## src/rtl/vo_ctrl_reg.sv

```systemverilog
module vo_ctrl_reg #(
  parameter int SETTLE_CYC = 5,
  parameter logic [3:0] MODE_MSG = 4'h2,
  parameter logic [3:0] MODE_STREAM = 4'h3
) (
  input  logic        clk,
  input  logic        rst_n,
  input  logic        wr_en,
  input  logic        addr,
  input  logic [31:0] wr_data,
  output logic [31:0] rd_data,
  input  logic [1:0]  set_bfr_empty,
  input  logic        set_hbe,
  input  logic        set_urun,
  input  logic        io2_in,
  input  logic        pwr_dn_req,
  output logic        engine_rst,
  output logic        engine_en,
  output logic [1:0]  bfr_go,
  output logic        irq,
  output logic [1:0]  clk_sel,
  output logic [2:0]  div_in,
  output logic [2:0]  div_fb,
  output logic        vclk_oe,
  output logic        io1_oe,
  output logic        io2_oe,
  output logic        frame_evt,
  output logic        overlay_en,
  output logic [3:0]  mode,
  output logic        pwr_dn_ack
);
  localparam int CW = $clog2(SETTLE_CYC + 1);
  localparam logic [CW-1:0] SETTLED = CW'(SETTLE_CYC);
  localparam logic [31:0] HW_DEFAULT = 32'h3240_0000;
  localparam logic [31:0] STORE_MASK = 32'hFFFE_00F0;
  localparam logic [31:0] READ_MASK  = 32'h7FFE_00F0;

  logic [31:0]   ctl_q;
  logic [3:0]    ie_q;
  logic [1:0]    empty_q;
  logic          hbe_q, urun_q, en_q, io2_q;
  logic [CW-1:0] cnt_q;

  wire ctl_wr   = wr_en & ~addr;
  wire en_wr    = wr_en & addr;
  wire soft_rst = ctl_q[31];
  wire settled  = (cnt_q == SETTLED);
  wire is_msg   = (mode == MODE_MSG);
  wire is_strm  = (mode == MODE_STREAM);
  wire [3:0] ack = ctl_wr ? wr_data[3:0] : 4'b0;
  wire go       = en_wr & wr_data[0] & ~soft_rst & settled;
  wire ack_b1   = (ack[3] | go) & (is_msg | is_strm);
  wire ack_b2   = (ack[2] | go) & is_strm;

  always_ff @(posedge clk or negedge rst_n) begin
    if (!rst_n) begin
      ctl_q   <= HW_DEFAULT;
      ie_q    <= '0;
      empty_q <= 2'b11;
      hbe_q   <= 1'b0;
      urun_q  <= 1'b0;
      en_q    <= 1'b0;
      io2_q   <= 1'b0;
      cnt_q   <= SETTLED;
    end else begin
      if (ctl_wr) ctl_q <= wr_data & STORE_MASK;
      if (en_wr) ie_q <= wr_data[4:1];
      empty_q[1] <= soft_rst | set_bfr_empty[1] | (empty_q[1] & ~ack_b1);
      empty_q[0] <= soft_rst | set_bfr_empty[0] | (empty_q[0] & ~ack_b2);
      hbe_q  <= set_hbe  | (hbe_q  & ~ack[1]);
      urun_q <= set_urun | (urun_q & ~ack[0]);
      if (soft_rst) en_q <= 1'b0;
      else if (en_wr && !wr_data[0]) en_q <= 1'b0;
      else if (go) en_q <= 1'b1;
      if (soft_rst) cnt_q <= '0;
      else if (!settled) cnt_q <= cnt_q + 1'b1;
      io2_q <= io2_in;
    end
  end

  assign engine_rst = soft_rst;
  assign engine_en  = en_q;
  assign bfr_go     = {2{en_q}} & ~empty_q;
  assign irq        = |({empty_q, hbe_q, urun_q} & ie_q);
  assign clk_sel    = ctl_q[29:28];
  assign div_in     = ctl_q[27:25];
  assign div_fb     = ctl_q[24:22];
  assign vclk_oe    = ctl_q[21];
  assign io1_oe     = ctl_q[20];
  assign io2_oe     = ctl_q[20];
  assign overlay_en = ctl_q[17];
  assign mode       = ctl_q[7:4];
  assign pwr_dn_ack = pwr_dn_req & ~ctl_q[30];
  assign frame_evt  = ~ctl_q[20] & (ctl_q[18] ? (io2_in & ~io2_q) : (~io2_in & io2_q));
  assign rd_data    = addr ? {20'b0, empty_q, hbe_q, urun_q, 3'b0, ie_q, en_q}
                           : (ctl_q & READ_MASK);
endmodule


```

## config.mk

```make
export PLATFORM = sky130hd
export DESIGN_NAME = vo_ctrl_reg
export DESIGN_NICKNAME = d
export VERILOG_FILES = /design/src/rtl/vo_ctrl_reg.sv
export SDC_FILE = /design/constraint.sdc
export NUM_CORES = 1
export LEC_CHECK = 0
export ABC_AREA = 1
export BUFFER_PORTS_ARGS = -buffer_cell sky130_fd_sc_hd__buf_2
export CAP_MARGIN = 20
export CORE_ASPECT_RATIO = 0.9
export CORE_MARGIN = 3
export CORE_UTILIZATION = 39
export CTS_CLUSTER_DIAMETER = 120
export DETAILED_ROUTE_END_ITERATION = 7
export PLACE_DENSITY = 0.75
export SETUP_SLACK_MARGIN = 0.4
export SLEW_MARGIN = 40
export SYNTH_ARGS = -nofsm -noshare
export SYNTH_HDL_FRONTEND = slang
export SYNTH_SLANG_ARGS = --single-unit
```

## constraint.sdc

```tcl
create_clock -name clk -period 1.15 [get_ports clk]
set_input_delay 0.0575 -clock clk [delete_from_list [all_inputs] [get_ports clk]]
set_output_delay 0.0575 -clock clk [all_outputs]
set_load 0.01 [all_outputs]
```

# Word-level counts from Yosys, hierarchy flattened
# Cells that the tools add are included.
[totals]
reg_bits = 32
in_bits = 42
output_inout_bits = 55
wordCells = 62
[op_classes]
n_addsub = 1
eq_ne = 4
mux = 8
bitwise = 37
n_reduce_logical = 4
[op_table]
columns = ["operator", "n"]
rows = [
  ["two-way mux 31 bit", 1],
  ["AND 1 bit", 15],
  ["NOT 1 bit", 10],
  ["OR 1 bit", 9],
  ["== test 4 x 2 -> 1 bit, second input constant", 2],
  ["two-way mux 3 bit", 2],
  ["AND 4 bit", 1],
  ["two-way mux 1 bit", 4],
  ["two-way mux 4 bit", 1],
  ["OR reduction 4 bit", 1],
  ["adder 3 x 1 -> 3 bit, second input constant", 1],
  ["== test 3 bit, second input constant", 1],
  ["nonzero test 3 bit", 1],
  ["AND 2 bit", 1],
  ["inequality test 2 bit, second input constant", 1],
  ["NOT 2 bit", 1],
  ["logical AND 1 bit", 1],
  ["zero test 1 bit", 1],
]

# Logic depth before layout (Yosys ltp)
[depth]
depth_word = 9
ltp_mapped = 9
ltp_nobuf = 9

# Worst setup path before layout
# Ideal clock, no wire load.
[synth_timing]
kind = "reg-to-reg"
from = "reg cnt_q[0]"
to = "reg empty_q[0]"
setup_ns = 0.076
t_arrival_ns = 1.117
required_time_ns = 1.074
path_slack_ns = -0.043
stages_incl_launch_ff = 9
n_path_buf = 0
synth_period_minus_slack_ns = 1.193
cell_sequence = "dfstp_2 -> ha_1 -> nand2_1 -> nor2_1 -> nand2_1 -> nand2_1 -> nand2_1 -> nand2_1 -> nand2_1"
[synth_between]
elab_chain_len = 7
[synth_rtl]
columns = ["element", "line_no", "text"]
rows = [
  ["start: declaration", "42", "logic [CW-1:0] cnt_q;"],
  ["start signal: assignment", "76", "else if (!settled) cnt_q <= cnt_q + 1'b1;"],
  ["== test 3 bit", "47", "wire settled = (cnt_q == SETTLED);"],
  ["AND 1 bit", "51", "wire go = en_wr & wr_data[0] & ~soft_rst & settled;"],
  ["OR 1 bit", "53", "wire ack_b2 = (ack[2] | go) & is_strm;"],
  ["AND 1 bit", "53", ""],
  ["NOT 1 bit", "69", "empty_q[0] <= soft_rst | set_bfr_empty[0] | (empty_q[0] & ~ack_b2);"],
  ["AND 1 bit", "69", ""],
  ["OR 1 bit", "69", ""],
  ["end signal: assignment", "69", ""],
  ["end: declaration", "40", "logic [1:0] empty_q;"],
]
# Every way passes these cells.
# A chain may end at the register's enable or synchronous reset.

# Worst setup path after layout
[layout_timing]
from = "reg empty_q[0]"
to = "out irq"
[layout_between]
elab_chain_len = 2
[layout_rtl]
columns = ["element", "line_no", "text"]
rows = [
  ["AND 4 bit", "84", "assign irq = |({empty_q, hbe_q, urun_q} & ie_q);"],
  ["OR reduction 4 bit", "84", ""],
  ["end: declaration", "20", "output logic irq,"],
]
# Every way passes these cells.

==> flow_metrics.tcl <==
set metrics [dict create \
    status "finished, violations left" \
    violations "setup timing" \
    syn2layout_area_growth_pct 66.2 \
    coreArea_um2 4130 \
    die_area_um2 5170 \
    synth_fa_ha_area_share_pct 1.48 \
    path_clk_slew_ns 0.07 \
    synth.avg_cell_area_um2 7.95 \
    maxCapViolCount 0 \
    synthMuxAreaShare_pct 2.00 \
    cts_root_buf "clkbuf_8" \
    drv_slew 0 \
    preCtsSetupSlack_ns -0.0414 \
    yosys.area_share.simple_pct 19.6 \
    final_layout_size_suffix_gt1_share_pct 53.8 \
    worstPathRequired_ns 1.09 \
    min_period_over_period_pct 106 \
    cts.sinks 32 \
    vdd_drop_max_uv 711 \
    arrival_ns 1.16 \
    clock_path_buffers 2 \
    rsz0062_at_grt "true" \
    clkLatencyLatePin_ns 0.28 \
    skew_ns 0.00570 \
    fin_crit_ns 1.22 \
    grt_start_max_net_pins 37 \
    first_iter_violations 46 \
    wl_per_cell_um 12.2 \
    wirelength_mm 4.66 \
    met3_length_um 297 \
    grt_pass1_wl_mm 6.48 \
    n_antenna_cell 0 \
    routed-via-count 1698 \
    die_w_um 75.4 \
    vias_per_cell 4.46 \
    synthDistinctLibCells 25 \
    io_buffers 81 \
    synthCells 213 \
    cts_buffers 5 \
    met2WireLength_mm 2.53 \
    p_leak_nw 1.52 \
    overflow 0 \
    netlist_area_um2 1690 \
    yosysSeqAreaShare_pct 47.9 \
    dr.pass1.iters 4 \
    num_rows 22 \
    antenna_left 0 \
    antenna_found_initial 0 \
    final_common_cell "buf_2" \
    initial_core_util_pct 41.0 \
    p_per_area_nw_per_um2 1320 \
    synthTopCellsByArea "dfrtp_1 (35%), dfstp_2 (12%), nand2_1 (11%), buf_4 (8.4%), inv_1 (7.8%)" \
    start_kind "flip-flop" \
    min_path_type "in -> reg" \
    gp_congestion 0.746 \
    m1WireLength_mm 1.79 \
    synth_top_family_by_area "simple AND/OR/NAND/NOR gates" \
    cp-end-kind "primary output" \
    finalSetupViolCount 3 \
    h-tree-depth 2 \
    crit_fanout 4 \
    regArea_um2 812 \
    multi_input_area_um2 711 \
    nets 376 \
    grt_usage_pct 16.8 \
    worst-setup-path-type "reg -> out" \
    clock.fmax_mhz 821 \
    routed.top_layer "met4" \
    hold_violations 0 \
    dieHeight_um 68.5 \
    remaining_drc_errors 0 \
    num-fill-cells 315 \
    cts_tree "done" \
    final_cell_mix "buf_2 (72), nand2_1 (47), buf_6 (27)" \
    synth-compound-area-share_pct 8.87 \
    pin_count 97 \
    layout_setup_ws_ns -0.0676 \
    synth_top_area_share_pct 35.5 \
    final_util_pct 68.2 \
    yosysWarnings 0 \
    grt_pass1_vias 1492 \
    ys_seq_elements 32 \
    place_hpwl_mm 2.72 \
    synth-xor-area-share_pct 0.517 \
    post-synth-top-area-cell "dfrtp_1" \
]
metal layers:
layer  global-route usage [%]  vias to the layer above
met5                        0                        -
met3                     6.09                        6
met1                     17.8                      774
met2                     31.1                       63
met4                     4.37                        0
li1                         -                      855
cell usage after synthesis:
cell type and n:
nand2_1 50, inv_1 35, nor2_1 25, dfrtp_1 24
o21ai_0 22, buf_4 19, dfstp_2 8, buf_2 4
a21oi_1 3, mux2_2 3, buf_6 2, ha_1 2
inv_2 2, nor3_1 2, o21ai_1 2, a211oi_1 1
clkbuf_2 1, conb_1 1, nand2_4 1, nand3_1 1
nand4_1 1, nor2_2 1, nor2_4 1, o211ai_1 1
xnor2_1 1
final timing paths:
path                       cells after the start  slack, ns    endpoint         from
setup / recovery                               3      -0.07         irq   empty_q[0]
hold / removal                                 3      0.002   ctl_q[19]  wr_data[19]
setup reg to reg                               8      -0.01  empty_q[0]     cnt_q[0]
hold reg to reg                                2       0.50  empty_q[1]   empty_q[1]
max in group asynchronous                      3       0.50    cnt_q[2]        rst_n
min in group asynchronous                      2       0.18       io2_q        rst_n
repair_timing:
item	in CTS	in global routing
setup buffers	16	8
pin swaps	14	7
hold buffers	21	2
resized for setup	45	36
setup endpoints to repair	63	69
hold endpoints to repair	46	2
cloned	0	0
cell families (layout without fill, tap and decap cells):
kind of cell,Yosys count,after routing
buffers and inverters,63,178
DFF,32,32
muxes,3,3
AOI/OAI and AO/OA,29,29
and+or+nand+nor,82,82
xor gates and xnor gates,1,1
adders and majority gates,2,2
other,1,6
where the power goes:
part,switching [mW],leakage [nW],internal (mW)
clock network,0.392,0.0455,0.487
logic,0.619,1.11,0.756
registers,0.143,0.372,1.33
total,1.15,1.52,2.57
stage by stage:
stage / area (um^2) / hold slack [ns] / power (mW) / TNS (ns) / instances
after CTS: 2660 / 0.00286 / 3.58 / -0.134 / 371
after global routing: 2810 / 0.0177 / 3.96 / -0.679 / 381
final: 2810 / 0.00246 / 3.72 / -0.102 / 381
after global placement: 2080 / -0.0551 / 2.28 / 0 / 326
after floorplan: 1750 / -0.238 / 2.03 / 0 / 218
after detailed placement: 2080 / -0.0550 / 2.29 / -0.0910 / 326
flip-flops by register name, summed over array words and instances, names as in the netlist:
name / cells
hbe_q: 1
ctl_q: 19
empty_q: 2
ie_q: 4
io2_q: 1
engine_en: 1
cnt_q: 3
urun_q: 1
critical path, cell delays in order (launching register included):
cell,delay (ns)
dfstp_2,0.58
nand2_2,0.06
nand4_1,0.10
buf_2,0.14
layout make-up:
type	instances	area share [%]
inverter	37	4.94
multi-input combinational	123	25.3
tap	48	2.13
sequential	32	28.9
timing repair buffer	133	35.6
clock buffer	8	3.20
(Power assumes the default switching activity.)
